### src/rtl/brkpt_pkg.sv
`timescale 1ns/1ps
package brkpt_pkg;
   localparam int unsigned BRK_ADDR_W    = 20;
   localparam int unsigned BRK_NUM_CH    = 2;
   localparam int unsigned BRK_BUS_AW    = 8;
   localparam int unsigned BRK_DATA_W    = 8;
   localparam int unsigned BRK_EN_LOC    = 'h09;
   localparam int unsigned BRK_CH_BASE   = 'h10;
   localparam int unsigned BRK_CH_STRIDE = 4;

   function automatic int unsigned idx_width(input int unsigned n);
      return (n > 1) ? $clog2(n) : 1;
   endfunction
endpackage

### src/rtl/brkpt_regfile.sv
`timescale 1ns/1ps
module brkpt_regfile #(
   parameter int unsigned ADDR_W    = brkpt_pkg::BRK_ADDR_W,
   parameter int unsigned NUM_CH    = brkpt_pkg::BRK_NUM_CH,
   parameter int unsigned BUS_AW    = brkpt_pkg::BRK_BUS_AW,
   parameter int unsigned DATA_W    = brkpt_pkg::BRK_DATA_W,
   parameter int unsigned EN_LOC    = brkpt_pkg::BRK_EN_LOC,
   parameter int unsigned CH_BASE   = brkpt_pkg::BRK_CH_BASE,
   parameter int unsigned CH_STRIDE = brkpt_pkg::BRK_CH_STRIDE
) (
   input  logic                          clk,
   input  logic                          rst_n,
   input  logic                          reg_sel,
   input  logic                          reg_we,
   input  logic [BUS_AW-1:0]             reg_addr,
   input  logic [DATA_W-1:0]             reg_wdata,
   output logic [DATA_W-1:0]             reg_rdata,
   output logic [NUM_CH-1:0]             ch_en,
   output logic [NUM_CH-1:0][ADDR_W-1:0] ch_match
);
   localparam int unsigned NBYTES = (ADDR_W + DATA_W - 1) / DATA_W;

   if (NUM_CH > DATA_W) begin : g_bad_enable_width
      $error("enable byte too narrow for channel count");
   end
   if (NBYTES > CH_STRIDE) begin : g_bad_stride
      $error("channel register stride smaller than address byte count");
   end
   if (ADDR_W < 1 || NUM_CH < 1) begin : g_bad_size
      $error("address width and channel count must be positive");
   end

   function automatic logic [BUS_AW-1:0] byte_loc(input int unsigned c, input int unsigned b);
      return BUS_AW'(CH_BASE + c * CH_STRIDE + b);
   endfunction

   function automatic logic [DATA_W-1:0] byte_mask(input int unsigned b);
      logic [DATA_W-1:0] m;
      for (int unsigned i = 0; i < DATA_W; i++) begin
         m[i] = ((b * DATA_W + i) < ADDR_W);
      end
      return m;
   endfunction

   logic              wr_stb;
   logic [NUM_CH-1:0] en_q;
   logic [DATA_W-1:0] byte_q [NUM_CH][NBYTES];

   assign wr_stb = reg_sel & reg_we;

   always_ff @(posedge clk) begin
      if (!rst_n) begin
         en_q <= '0;
         for (int unsigned c = 0; c < NUM_CH; c++) begin
            for (int unsigned b = 0; b < NBYTES; b++) begin
               byte_q[c][b] <= '0;
            end
         end
      end else if (wr_stb) begin
         if (reg_addr == BUS_AW'(EN_LOC)) begin
            en_q <= reg_wdata[NUM_CH-1:0];
         end
         for (int unsigned c = 0; c < NUM_CH; c++) begin
            for (int unsigned b = 0; b < NBYTES; b++) begin
               if (reg_addr == byte_loc(c, b)) begin
                  byte_q[c][b] <= reg_wdata & byte_mask(b);
               end
            end
         end
      end
   end

   always_comb begin
      for (int unsigned c = 0; c < NUM_CH; c++) begin
         for (int unsigned i = 0; i < ADDR_W; i++) begin
            ch_match[c][i] = byte_q[c][i / DATA_W][i % DATA_W];
         end
      end
   end

   assign ch_en = en_q;

   always_comb begin
      reg_rdata = '0;
      if (reg_sel) begin
         if (reg_addr == BUS_AW'(EN_LOC)) begin
            reg_rdata[NUM_CH-1:0] = en_q;
         end
         for (int unsigned c = 0; c < NUM_CH; c++) begin
            for (int unsigned b = 0; b < NBYTES; b++) begin
               if (reg_addr == byte_loc(c, b)) begin
                  reg_rdata = byte_q[c][b];
               end
            end
         end
      end
   end

   assert_en_hold_R10: assert property (@(posedge clk) disable iff (!rst_n)
      !(reg_sel && reg_we && reg_addr == BUS_AW'(EN_LOC)) |=> $stable(en_q));
   assert_idle_read_R10: assert property (@(posedge clk) disable iff (!rst_n)
      !reg_sel |-> reg_rdata == '0);
   assert_top_nibble_R3: assert property (@(posedge clk) disable iff (!rst_n)
      (reg_sel && reg_addr == byte_loc(0, NBYTES - 1))
         |-> (reg_rdata & ~byte_mask(NBYTES - 1)) == '0);
endmodule

### src/rtl/brkpt_comparator.sv
`timescale 1ns/1ps
module brkpt_comparator #(
   parameter int unsigned ADDR_W = brkpt_pkg::BRK_ADDR_W
) (
   input  logic              fetch_valid,
   input  logic [ADDR_W-1:0] fetch_addr,
   input  logic              ch_en,
   input  logic [ADDR_W-1:0] ch_match,
   output logic              hit
);
   assign hit = fetch_valid & ch_en & (fetch_addr == ch_match);
endmodule

### src/rtl/brkpt_prio_pick.sv
`timescale 1ns/1ps
module brkpt_prio_pick #(
   parameter int unsigned N         = brkpt_pkg::BRK_NUM_CH,
   parameter int unsigned IDX_W     = brkpt_pkg::idx_width(N),
   parameter bit          LOW_FIRST = 1'b1
) (
   input  logic [N-1:0]     req,
   output logic             any,
   output logic [IDX_W-1:0] idx
);
   assign any = |req;

   if (LOW_FIRST) begin : g_low_first
      always_comb begin
         idx = '0;
         for (int i = int'(N) - 1; i >= 0; i--) begin
            if (req[i]) idx = IDX_W'(i);
         end
      end
   end else begin : g_high_first
      always_comb begin
         idx = '0;
         for (int i = 0; i < int'(N); i++) begin
            if (req[i]) idx = IDX_W'(i);
         end
      end
   end
endmodule

### src/rtl/brkpt_match_unit.sv
`timescale 1ns/1ps
module brkpt_match_unit #(
   parameter int unsigned ADDR_W    = brkpt_pkg::BRK_ADDR_W,
   parameter int unsigned NUM_CH    = brkpt_pkg::BRK_NUM_CH,
   parameter int unsigned BUS_AW    = brkpt_pkg::BRK_BUS_AW,
   parameter int unsigned DATA_W    = brkpt_pkg::BRK_DATA_W,
   parameter int unsigned EN_LOC    = brkpt_pkg::BRK_EN_LOC,
   parameter int unsigned CH_BASE   = brkpt_pkg::BRK_CH_BASE,
   parameter int unsigned CH_STRIDE = brkpt_pkg::BRK_CH_STRIDE,
   parameter bit          LOW_FIRST = 1'b1,
   localparam int unsigned IDX_W    = brkpt_pkg::idx_width(NUM_CH)
) (
   input  logic              clk,
   input  logic              rst_n,
   input  logic              reg_sel,
   input  logic              reg_we,
   input  logic [BUS_AW-1:0] reg_addr,
   input  logic [DATA_W-1:0] reg_wdata,
   output logic [DATA_W-1:0] reg_rdata,
   input  logic              fetch_valid,
   input  logic [ADDR_W-1:0] fetch_addr,
   output logic              brk_req,
   output logic [IDX_W-1:0]  brk_chan
);
   logic [NUM_CH-1:0]             ch_en;
   logic [NUM_CH-1:0][ADDR_W-1:0] ch_match;
   logic [NUM_CH-1:0]             ch_hit;

   brkpt_regfile #(
      .ADDR_W(ADDR_W), .NUM_CH(NUM_CH), .BUS_AW(BUS_AW), .DATA_W(DATA_W),
      .EN_LOC(EN_LOC), .CH_BASE(CH_BASE), .CH_STRIDE(CH_STRIDE)
   ) u_regs (
      .clk(clk), .rst_n(rst_n), .reg_sel(reg_sel), .reg_we(reg_we),
      .reg_addr(reg_addr), .reg_wdata(reg_wdata), .reg_rdata(reg_rdata),
      .ch_en(ch_en), .ch_match(ch_match)
   );

   for (genvar c = 0; c < NUM_CH; c++) begin : g_cmp
      brkpt_comparator #(.ADDR_W(ADDR_W)) u_cmp (
         .fetch_valid(fetch_valid), .fetch_addr(fetch_addr),
         .ch_en(ch_en[c]), .ch_match(ch_match[c]), .hit(ch_hit[c])
      );
   end

   brkpt_prio_pick #(.N(NUM_CH), .IDX_W(IDX_W), .LOW_FIRST(LOW_FIRST)) u_pick (
      .req(ch_hit), .any(brk_req), .idx(brk_chan)
   );

   assert_strobe_only_R5: assert property (@(posedge clk) disable iff (!rst_n)
      brk_req |-> fetch_valid);
   assert_enabled_only_R6: assert property (@(posedge clk) disable iff (!rst_n)
      brk_req |-> ch_en[brk_chan]);
   assert_addr_equal_R4: assert property (@(posedge clk) disable iff (!rst_n)
      brk_req |-> fetch_addr == ch_match[brk_chan]);
   assert_idle_chan_R7: assert property (@(posedge clk) disable iff (!rst_n)
      !brk_req |-> brk_chan == '0);
   if (LOW_FIRST) begin : g_prio_chk
      assert_low_wins_R7: assert property (@(posedge clk) disable iff (!rst_n)
         ch_hit[0] |-> (brk_req && brk_chan == '0));
   end
endmodule

### config.mk
export PLATFORM = sky130hd
export DESIGN_NAME = brkpt_match_unit
export DESIGN_NICKNAME = d
export VERILOG_FILES = /design/src/rtl/brkpt_pkg.sv /design/src/rtl/brkpt_regfile.sv /design/src/rtl/brkpt_comparator.sv /design/src/rtl/brkpt_prio_pick.sv /design/src/rtl/brkpt_match_unit.sv
export SDC_FILE = /design/constraint.sdc
export NUM_CORES = 1
export LEC_CHECK = 0
export CORE_MARGIN = 2
export CORE_UTILIZATION = 39
export DETAILED_ROUTE_END_ITERATION = 10
export GPL_TIMING_DRIVEN = 0
export SYNTH_ARGS = -nofsm -noshare
export SYNTH_HDL_FRONTEND = slang
export SYNTH_SLANG_ARGS = --single-unit
### constraint.sdc
create_clock -name clk -period 3.1 [get_ports clk]
set_input_delay 0.62 -clock clk [delete_from_list [all_inputs] [get_ports clk]]
set_output_delay 0.62 -clock clk [all_outputs]
set_load 0.02 [all_outputs]
* After elaboration in Yosys (flattened, before gate mapping) *
Memory sizes are Yosys's and may differ from the RTL's.
Cells that the tools add are included.

storage, ports and cells
  input bits = 41
  logic and storage cells = 65
  memory bits (writable) = 40
  bits in read-only memories = 0
  output and inout bits = 10
  memories = 1
  flip-flop bits (word level) = 2
  latch bits = 0

cells by class
  mux-type cells = 41
  equality and inequality tests = 9
  add/sub/neg operators = 0
  bitwise gates (word level) = 11
  reductions and logical operators = 2
  multiply operators = 0
  shift operators = 0
  divide/modulo/power cells = 0
  magnitude comparators = 0

memory list
  memory         depth  width  read ports  clocked after Yosys merged registers in  write ports  line                 source
  u_regs.byte_q  2      20     2           0                                        2            brkpt_regfile.sv:47  logic [DATA_W-1:0] byte_q [NUM_CH][NBYTES];

operator list
  operator                                                               number
  8-bit two-way mux                                                      11
  8-bit by 5-bit equality test with 1-bit output, second input constant  6
  20-bit equality test                                                   2
  1-bit two-way mux                                                      27
  8-bit by 4-bit equality test with 1-bit output, second input constant  1
  4-bit two-way mux                                                      2
  1-bit OR                                                               6
  1-bit AND                                                              5
  2-bit two-way mux                                                      1
  2-bit AND reduction                                                    1
  2-bit OR reduction                                                     1

* Longest topological paths before layout *
  word-level depth = 9
  depth in mapped cells = 7
  gate-level depth less buffers = 5

* Modules after synthesis *
From an unflattened synthesis, not the netlist that was laid out.

unflattened totals
  cells, all modules = 236
  area total of the unflattened synthesis = 2627.5 um^2

modules (own cells, without submodules)
  module            area each (um^2)  seq. area each (um^2)  instances  cells an instance
  brkpt_regfile     2164.6            1241.2                 1          180
  brkpt_comparator  225.2             0.0                    2          27
  brkpt_prio_pick   12.5              0.0                    1          2

* Worst setup path before layout *
OpenSTA, ideal clock, no wires.

  path kind = in2out
  from = input port fetch_addr[18]
  to = output port brk_chan
  path buffers = 0
  arrival = 1938 ps
  stages = 5
  slack = 542 ps
  required time = 2480 ps
  path through = xor2_1 -> nor4_1 -> nand4_1 -> or4_1 -> nor2_1

between the ends
  word-level cells in the longest chain between the ends = 4
  elaborated cells between the ends (all ways) = 6

RTL lines
  element                line                    source
  start, declared        brkpt_match_unit.sv:21  input logic [ADDR_W-1:0] fetch_addr,
  20-bit equality test   brkpt_comparator.sv:11  assign hit = fetch_valid & ch_en & (fetch_addr == ch_match);
  1-bit AND              brkpt_comparator.sv:11
  1-bit two-way mux      brkpt_prio_pick.sv:17   if (req[i]) idx = IDX_W'(i);
  1-bit two-way mux (*)  brkpt_prio_pick.sv:17
  end, declared          brkpt_match_unit.sv:23  output logic [IDX_W-1:0] brk_chan

Every way passes the cells marked *; elsewhere a longest branch is shown, timed or not.

* Worst setup path in the final report *
Ends and elaborated chain as after synthesis.

==> impl_metrics.json <==
{
  "final_area_sq_um": 3380,
  "clk-insertion-delay-late_ns": 0.30,
  "die_y_um": 85.1,
  "layout_common_cells": "40 x edfxtp_1, 33 x clkdlybuf4s50_1, 28 x and2_1, 24 x xor2_1, 16 x xnor2_1",
  "clk_pin_slew_worst_paths_ns": 0.08,
  "syn_nets": 278,
  "max-slew-margin-rel_pct": 32.6,
  "ys.flop_type": "edfxtp_1",
  "worst_slew_pin_slew_ns": 1.00,
  "antenna_found_initial": 0,
  "synth_edf_count": 40,
  "core_sq_um": 6350,
  "layout_commonest_cell": "edfxtp_1",
  "grt_usage_pct": 22.1,
  "power.total_w": 0.00132,
  "ioPinCount": 51,
  "max_freq_ghz": 0.330,
  "synth-xor-area-share_pct": 13.7,
  "fin_crit_sh_pct": 97.9,
  "synth.distinct_cells": 36,
  "drt_first_iter_violations": 148,
  "antennaDiodeCount": 0,
  "ctsRootBufferMaster": "clkbuf_8",
  "antenna_left": 0,
  "synth-seq-cells": 42,
  "powerDensity_nw_per_um2": 392,
  "die_area_sq_um": 7240,
  "wl_per_cell_um": 20.6,
  "syn_inst": 237,
  "synth_top_family_by_area": "simple AND/OR/NAND/NOR gates",
  "start_util_pct": 40.4,
  "drc": 0,
  "row_count": 29,
  "grt_max_degree": 14,
  "finalCriticalPeriod_ns": 3.03,
  "vias": 2047,
  "nFillCells": 587,
  "drv_cap": 0,
  "path_max_fanout": 2,
  "rsz0062_at_grt": "true",
  "post-route-util_pct": 53.2,
  "p_leak_nw": 1.23,
  "synthMuxAreaShare_pct": 2.34,
  "yosysSeqAreaShare_pct": 48.4,
  "dr.pass1.iters": 4,
  "grt_pass1_wl_mm": 11.7,
  "synth-adder-area-share_pct": 0,
  "nNetsFinal": 340,
  "critPathLaunchType": "primary input",
  "status": "complete, no violations",
  "async_flop_share_pct": 0,
  "ir_drop_uv": 173,
  "layout-drive-gt1-share_pct": 16.7,
  "htreeDepth": 2,
  "synth-simple-area-share_pct": 22.9,
  "syn-mean-instance-area_sq_um": 10.8,
  "critPathKind": "primary input to output pin",
  "synth-compound-area-share_pct": 11.2,
  "drv_slew": 0,
  "setup_violations": 0,
  "routed_wl_mm": 7.78,
  "globalplace.congestion": 0.966,
  "regArea_sq_um": 1240,
  "tritoncts": "built",
  "hold_buffers": 0,
  "place_area_sq_um": 3190,
  "dp_hpwl_mm": 5.91,
  "area_delta_synth_final_pct": 31.7,
  "viasPerCell": 5.43,
  "critPathRequiredTime_ns": 2.48,
  "clockBufferDepth": 2,
  "portBuffers": 50,
  "cp.arrival_ns": 2.41,
  "fp.dieW_um": 85.1,
  "multi_input_area_sq_um": 1360,
  "syn_area_sq_um": 2560,
  "worstPathCellList": "clkdlybuf4s50_1, xor2_1, nor4_2, nand4_1, or4_4, nor2_1, buf_4",
  "fin_skew_ns": 0,
  "cts_sinks": 42,
  "first_global_vias": 2077,
  "hold_class": "register to register",
  "hold_viol_final": 0,
  "grt-ovfl-total": 0,
  "end_kind": "output pin",
  "hold_ws_ns": 0.574,
  "cts_buffers": 5,
  "cpPeakStageDelay_ns": 0.46,
  "slowest_stage": "or4_4",
  "synth.yosys.warnings": 0
}
sequential cells by signal, indices dropped and copies added, names as in the netlist:
register	flops
u_regs.ch_en	2
u_regs.byte_q	40
Yosys cell counts (2+ instances only):
library cell | number | area (sq um)
a21oi_1 | 8 | 40.0
dfxtp_1 | 2 | 40.0
a22oi_1 | 2 | 15.0
nor3_2 | 2 | 20.0
inv_1 | 2 | 7.51
nor4b_4 | 2 | 47.6
and2_1 | 28 | 175
nand4_1 | 6 | 37.5
nor4_1 | 7 | 43.8
clkbuf_1 | 5 | 18.8
o21ai_0 | 19 | 95.1
o22ai_1 | 7 | 43.8
a2bb2oi_1 | 2 | 17.5
nor2_1 | 9 | 33.8
nand3_1 | 6 | 30.0
xor2_1 | 24 | 210
edfxtp_1 | 40 | 1200
nand2_1 | 9 | 33.8
nand2b_1 | 8 | 50.1
nor2b_1 | 8 | 50.1
o21a_1 | 2 | 15.0
mux2i_1 | 6 | 60.1
buf_2 | 2 | 10.0
xnor2_1 | 16 | 140
nor3_1 | 3 | 15.0
o311a_1 | 2 | 20.0
area by class of cell:
cell class              count  area share [%]
clock inverters             2            1.11
inverters                   2           0.222
clock buffers               6            2.15
repair buffers             56            15.4
multi-input cells         186            40.4
well taps                  77            2.85
flip-flops and latches     42            36.8
plain buffers               6            1.11
kinds of logic after synthesis:
group,count (synthesis)
AND/OR/NAND/NOR,93
AO/OA/AOI/OAI,47
flip-flops,42
XOR/XNOR,40
buffers and inverters,9
multiplexers,6
power breakdown:
group | total, W | internal, W | leakage (nW) | switching, W
clock network | 0.000440 | 0.000240 | 0.0514 | 0.000199
registers | 0.000670 | 0.000647 | 0.396 | 0.0000231
logic | 0.000212 | 0.000103 | 0.782 | 0.000109
total | 0.00132 | 0.000991 | 1.23 | 0.000331
metal layers:
layer / share of wire, % / track usage [%] / vias up / wire (um)
li1: - / - / 998 / -
met1: 45 / 31.9 / 960 / 3520
met2: 46 / 32.7 / 71 / 3560
met3: 5.7 / 2.92 / 18 / 443
met4: 3.4 / 10.7 / 0 / 263
met5: 0 / 0 / - / 0
path summary, 6_finish.rpt:
| kind | from | endpoint | slack, ns | depth (start not counted) |
|---|---|---|---|---|
| max | fetch_addr[18] | brk_chan | 0.07 | 7 |
| min | u_regs.ch_en[0]$_SDFFE_PN0P_ | u_regs.ch_en[0]$_SDFFE_PN0P_ | 0.57 | 2 |
| max reg2reg | u_regs.ch_en[1]$_SDFFE_PN0P_ | u_regs.ch_en[1]$_SDFFE_PN0P_ | 2.42 | 2 |
| min reg2reg | u_regs.ch_en[0]$_SDFFE_PN0P_ | u_regs.ch_en[0]$_SDFFE_PN0P_ | 0.57 | 2 |
metrics by stage:
| step | TNS (ns) | std cells | setup WS [ns] |
|---|---|---|---|
| CTS | 0 | 378 | 0.00162 |
| floorplan | 0 | 237 | 0.542 |
| global placement | -22.95 | 364 | -0.649 |
| finish | 0 | 377 | 0.0653 |
| detailed placement | -6.77 | 367 | -0.598 |
| global route | -0.00649 | 377 | -0.00649 |
worst max-delay path, delay by kind of cell:
family	cells	cell delay, ns
xor gates and xnor gates	1	0.16
buffers and inverters	2	0.59
and+or+nand+nor	4	1.04
repair_timing:
item | in CTS | in global routing
endpoints found under the setup margin | 10 | 10
endpoints found under the hold margin | 0 | 0
gates resized for setup | 46 | 26
pin swaps | 4 | 1
buffers inserted | 3 | 0
(Power assumes the default switching activity.)
